[config.mk]
export PLATFORM = sky130hd
export DESIGN_NAME = updn_timer_counter
export DESIGN_NICKNAME = d
export VERILOG_FILES = /design/src/rtl/tc_pkg.sv /design/src/rtl/tc_input_sync.sv /design/src/rtl/tc_engine.sv /design/src/rtl/updn_timer_counter.sv
export SDC_FILE = /design/constraint.sdc
export NUM_CORES = 1
export LEC_CHECK = 0
export BUFFER_PORTS_ARGS = -buffer_cell sky130_fd_sc_hd__buf_2
export CORE_MARGIN = 4
export CORE_UTILIZATION = 49
export DETAILED_ROUTE_END_ITERATION = 7
export PLACE_DENSITY = 0.78
export RECOVER_POWER = 50
export SYNTH_ARGS = -nofsm -noshare
export SYNTH_HDL_FRONTEND = slang
export SYNTH_HIERARCHICAL = 1
export SYNTH_SLANG_ARGS = --single-unit
[constraint.sdc]
create_clock -name clk -period 2.6 [get_ports clk]
set_input_delay 0.39 -clock clk [delete_from_list [all_inputs] [get_ports clk]]
set_output_delay 0.39 -clock clk [all_outputs]
set_load 0.02 [all_outputs]
[src/rtl/tc_pkg.sv]
package tc_pkg;
  typedef enum logic [1:0] {
    MODE_EVENT  = 2'd0,
    MODE_PWIDTH = 2'd1,
    MODE_SINGLE = 2'd2,
    MODE_CONT   = 2'd3
  } tc_mode_e;

  typedef enum logic [2:0] {
    PH_IDLE,
    PH_RUN,
    PH_ARMED,
    PH_DELAY,
    PH_HIGH,
    PH_FIN
  } tc_phase_e;
endpackage

[src/rtl/tc_input_sync.sv]
module tc_input_sync #(
  parameter int N      = 3,
  parameter int STAGES = 2
) (
  input  logic         clk,
  input  logic         rst,
  input  logic [N-1:0] din,
  output logic [N-1:0] lvl,
  output logic [N-1:0] rise,
  output logic [N-1:0] fall
);
  logic [N-1:0] chain [STAGES];
  logic [N-1:0] prev;

  always_ff @(posedge clk) begin
    if (rst) chain[0] <= '0;
    else     chain[0] <= din;
  end

  genvar s;
  generate
    for (s = 1; s < STAGES; s++) begin : g_stage
      always_ff @(posedge clk) begin
        if (rst) chain[s] <= '0;
        else     chain[s] <= chain[s-1];
      end
    end
  endgenerate

  always_ff @(posedge clk) begin
    if (rst) prev <= '0;
    else     prev <= chain[STAGES-1];
  end

  assign lvl  = chain[STAGES-1];
  assign rise = lvl & ~prev;
  assign fall = ~lvl & prev;
endmodule

[src/rtl/tc_engine.sv]
module tc_engine
  import tc_pkg::*;
#(
  parameter int W = 16
) (
  input  logic         clk,
  input  logic         rst,
  input  logic         clk_rise,
  input  logic         gate_act,
  input  logic         gate_on,
  input  logic         gate_off,
  input  logic         dir_up,
  input  logic [1:0]   mode,
  input  logic         ld_en,
  input  logic [W-1:0] ld_val,
  input  logic [W-1:0] dly_val,
  input  logic [W-1:0] wid_val,
  input  logic         start,
  output logic [W-1:0] cnt,
  output logic         pulse,
  output logic         done,
  output logic         ovf
);
  localparam logic [W-1:0] ONE  = W'(1);
  localparam logic [W-1:0] ALL1 = {W{1'b1}};

  tc_phase_e    phase;
  logic [W-1:0] dly_eff, wid_eff;
  logic         measuring;

  assign dly_eff   = (dly_val == '0) ? ONE : dly_val;
  assign wid_eff   = (wid_val == '0) ? ONE : wid_val;
  assign measuring = (mode == MODE_EVENT) || (mode == MODE_PWIDTH);

  always_ff @(posedge clk) begin
    if (rst) begin
      phase <= PH_IDLE;
      cnt   <= '0;
      pulse <= 1'b0;
      done  <= 1'b0;
      ovf   <= 1'b0;
    end else begin
      if (start) begin
        done  <= 1'b0;
        ovf   <= 1'b0;
        pulse <= 1'b0;
        phase <= measuring ? PH_RUN : PH_ARMED;
      end else begin
        unique case (phase)
          PH_RUN: begin
            if (mode == MODE_PWIDTH && gate_off) begin
              phase <= PH_FIN;
              done  <= 1'b1;
            end else if (gate_act && clk_rise) begin
              if (dir_up) begin
                cnt <= cnt + ONE;
                if (cnt == ALL1) ovf <= 1'b1;
              end else begin
                cnt <= cnt - ONE;
                if (cnt == '0) ovf <= 1'b1;
              end
            end
          end
          PH_ARMED: begin
            if (gate_on) begin
              phase <= PH_DELAY;
              cnt   <= dly_eff;
            end
          end
          PH_DELAY: begin
            if (clk_rise) begin
              if (cnt <= ONE) begin
                phase <= PH_HIGH;
                pulse <= 1'b1;
                cnt   <= wid_eff;
              end else begin
                cnt <= cnt - ONE;
              end
            end
          end
          PH_HIGH: begin
            if (clk_rise) begin
              if (cnt <= ONE) begin
                pulse <= 1'b0;
                if (mode == MODE_CONT) begin
                  phase <= PH_DELAY;
                  cnt   <= dly_eff;
                end else begin
                  phase <= PH_FIN;
                  done  <= 1'b1;
                end
              end else begin
                cnt <= cnt - ONE;
              end
            end
          end
          default: ;
        endcase
      end
      if (ld_en) cnt <= ld_val;
    end
  end
endmodule

[src/rtl/updn_timer_counter.sv]
module updn_timer_counter #(
  parameter int CNT_W       = 16,
  parameter int SYNC_STAGES = 2
) (
  input  logic             clk,
  input  logic             rst,
  input  logic             ev_clk_in,
  input  logic             gate_in,
  input  logic             updn_in,
  input  logic [1:0]       cfg_mode,
  input  logic             cfg_gate_pol,
  input  logic             cfg_dir_hw,
  input  logic             cfg_dir_up,
  input  logic             ld_en,
  input  logic [CNT_W-1:0] ld_val,
  input  logic [CNT_W-1:0] dly_val,
  input  logic [CNT_W-1:0] wid_val,
  input  logic             start,
  output logic [CNT_W-1:0] cnt_out,
  output logic             pulse_out,
  output logic             done,
  output logic             ovf
);
  localparam int NIN   = 3;
  localparam int I_CLK = 0;
  localparam int I_GT  = 1;
  localparam int I_DIR = 2;

  logic [NIN-1:0] s_lvl, s_rise, s_fall;
  logic           gate_act, gate_on, gate_off, dir_up;

  tc_input_sync #(.N(NIN), .STAGES(SYNC_STAGES)) u_sync (
    .clk  (clk),
    .rst  (rst),
    .din  ({updn_in, gate_in, ev_clk_in}),
    .lvl  (s_lvl),
    .rise (s_rise),
    .fall (s_fall)
  );

  assign gate_act = (s_lvl[I_GT] == cfg_gate_pol);
  assign gate_on  = cfg_gate_pol ? s_rise[I_GT] : s_fall[I_GT];
  assign gate_off = cfg_gate_pol ? s_fall[I_GT] : s_rise[I_GT];
  assign dir_up   = cfg_dir_hw ? s_lvl[I_DIR] : cfg_dir_up;

  tc_engine #(.W(CNT_W)) u_eng (
    .clk      (clk),
    .rst      (rst),
    .clk_rise (s_rise[I_CLK]),
    .gate_act (gate_act),
    .gate_on  (gate_on),
    .gate_off (gate_off),
    .dir_up   (dir_up),
    .mode     (cfg_mode),
    .ld_en    (ld_en),
    .ld_val   (ld_val),
    .dly_val  (dly_val),
    .wid_val  (wid_val),
    .start    (start),
    .cnt      (cnt_out),
    .pulse    (pulse_out),
    .done     (done),
    .ovf      (ovf)
  );
endmodule

==> impl_metrics.ini <==
[yosys]
yosysWarnings = 6
syn-num-nets = 443
netlist_instances = 380
netlist_area_um2 = 2900
synth.avg_cell_area_um2 = 7.62

[power]
vdd_drop_max_mv = 0.228
p_switching_mw = 0.609
power_switching_share_pct = 39.7
seq_power_share_pct = 33.4
p_per_area_nw_per_um2 = 431
power_mw = 1.53
p_comb_share_pct = 42.4
pwr-share-clk_pct = 24.2
p_int_mw = 0.925
p_leak_nw = 1.46

[floorplan]
core_area_um2 = 5610
dieArea_um2 = 7210
start_util_pct = 51.7
num_io_pins = 79
chipWidth_um = 84.9
rows = 27
chipHeight_um = 84.9

[timing]
max_slew_margin_pct = 56.7
finalCritPeriodShare_pct = 95.5
setup_tns_ns = 0
timing.fmax_mhz = 403
final-setup-viol-count = 0
final_hold_viol_count = 0
grt_setup_unrepaired = false
fin_worst_skew_ns = 0.00737
max_slew.worst_pin.slew_ns = 0.647
report.final.slew_viol_count = 0
setup_ws_ns = 0.118
layout_min_cycle_time_ns = 2.48

[global_routing]
antenna_found_initial = 0
gr-usage-all-layers_pct = 29.6
grt.overflow.total = 0
grt_pass1_vias = 3346
grt_pass1_wl_mm = 17.1
grt_max_degree = 24

[cts]
clockBufferDepth = 2
cts.sinks = 30
cts_max_level = 2
cts_buffers = 5
postCtsSetupRepairBufs = 0
root_buffer = clkbuf_8
clock_latency_ns = 0.29
cts_tree = yes
cts.clk_slew.worst_paths_ns = 0.07

[finish]
fillers = 549
nets = 537
fin_util_pct = 63.5
diodes = 0
final_layout_size_suffix_gt1_share_pct = 28.1
regArea_um2 = 601
area_growth_syn_to_layout_pct = 22.9
multiInputGateArea_um2 = 2100

[detailed_routing]
remaining_drc_errors = 0
vias = 3613
dr.pass1.iters = 5
drt_wl_total_mm = 10.9
wl_per_cell_um = 20.0
drt_iter0_drc = 465
viasPerCell = 6.62
ant_nets = 0

[place]
gp_congestion = 1.04
port_buffers = 78
dp_slack_ns = 0.0394
dp_hpwl_mm = 8.09

[min_path]
hold_depth = 2
hold_start = updn_in
hold-path-endpoint = u_sync/chain[0][2]
hold_path_class = input port to register

[setup_path]
r2r_slack_ns = 0.12
critPathRequiredTime_ns = 2.76
startpoint_type = register
r2r_cells = 6
cp-end-kind = register
worstReg2RegEnd = u_eng/cnt[2]
crit_fanout = 6
crit_arrival_ns = 2.64
worstSetupPathType = register to register
r2r-start = u_eng/cnt[2]

[run_status]
status = complete, no violations

[run]
maxCapViolCount = 0
## state kept, by name, summed over array words and instances, names as in the netlist
| signal | count |
|---|---|
| u_eng/phase | 3 |
| u_eng/cnt | 16 |
| u_sync/prev | 2 |
| u_eng/ovf | 1 |
| u_eng/pulse | 1 |
| u_sync/chain | 6 |
| u_eng/done | 1 |
## how the worst max path moves through the flow
stage | start | to | cells past startpoint
after floorplan | u_eng/cnt[4] | u_eng/cnt[13] | 7
after global placement | u_eng/cnt[2] | u_eng/cnt[0] | 6
after detailed placement | u_eng/cnt[2] | u_eng/cnt[0] | 6
after CTS | u_eng/cnt[2] | u_eng/cnt[0] | 6
after global routing | u_eng/cnt[2] | u_eng/cnt[2] | 6
final | u_eng/cnt[2] | u_eng/cnt[2] | 6
## critical path: stages, from the launching register on
cell and delay (ns):
dfxtp_1 0.31, or4_4 0.55, or4_4 0.58, o21ai_4 0.28, a21oi_1 0.10, a2111oi_0 0.40, o22ai_1 0.14
## metal layers
metal | global-route usage [%] | vias to the layer above | part of all wire [%] | wire length [um]
met1 | 40.8 | 1631 | 40 | 4330
li1 | - | 1639 | - | -
met2 | 44.7 | 287 | 43 | 4740
met4 | 13.4 | 0 | 4.0 | 439
met3 | 5.53 | 56 | 13 | 1390
met5 | 0 | - | 0 | 0
## timing repair
item | 4_1_cts | 5_1_grt
gates resized for setup | 0 | 6
hold buffers | 0 | 0
setup endpoints to repair | 0 | 13
## cell type report
class / instances / share of cell area, %
clock inverters: 2 / 0.281
inverters: 14 / 1.48
repair buffers: 114 / 17.9
multi-input cells: 309 / 59.0
well taps: 72 / 2.53
clock buffers: 5 / 1.93
flip-flops and latches: 30 / 16.9
## placed cells by master (no fill, tap or decap), types with 6 or more instances in the layout
| master | count |
|---|---|
| nor2_1 | 21 |
| nand4_1 | 9 |
| clkbuf_1 | 15 |
| nand2b_1 | 10 |
| nor3_1 | 6 |
| xor2_1 | 13 |
| a21oi_1 | 15 |
| nand3_1 | 15 |
| o22ai_1 | 9 |
| o21ai_0 | 13 |
| inv_1 | 14 |
| or3_1 | 9 |
| nand2_1 | 33 |
| a211oi_1 | 7 |
| a31oi_1 | 8 |
| xnor2_1 | 9 |
| buf_2 | 65 |
| nor4_1 | 13 |
| buf_4 | 34 |
| dfxtp_1 | 30 |
| nor2b_1 | 19 |
## metrics by stage
stage,instance area (um2),std cells,hold WS [ns]
after floorplan,2900,380,0.414
after global placement,3480,539,0.416
after detailed placement,3480,539,0.424
after CTS,3560,546,0.310
after global routing,3560,546,0.317
final,3560,546,0.313
## power by group through the flow
stage	logic (mW)	clock network (mW)	registers, mW
2_1_floorplan	0.376	0	0.543
3_3_place_gp	0.624	0	0.521
3_5_place_dp	0.627	0	0.522
4_1_cts	0.631	0.375	0.511
5_1_grt	0.698	0.400	0.516
6_report	0.651	0.371	0.513
(Power assumes the default switching activity.)
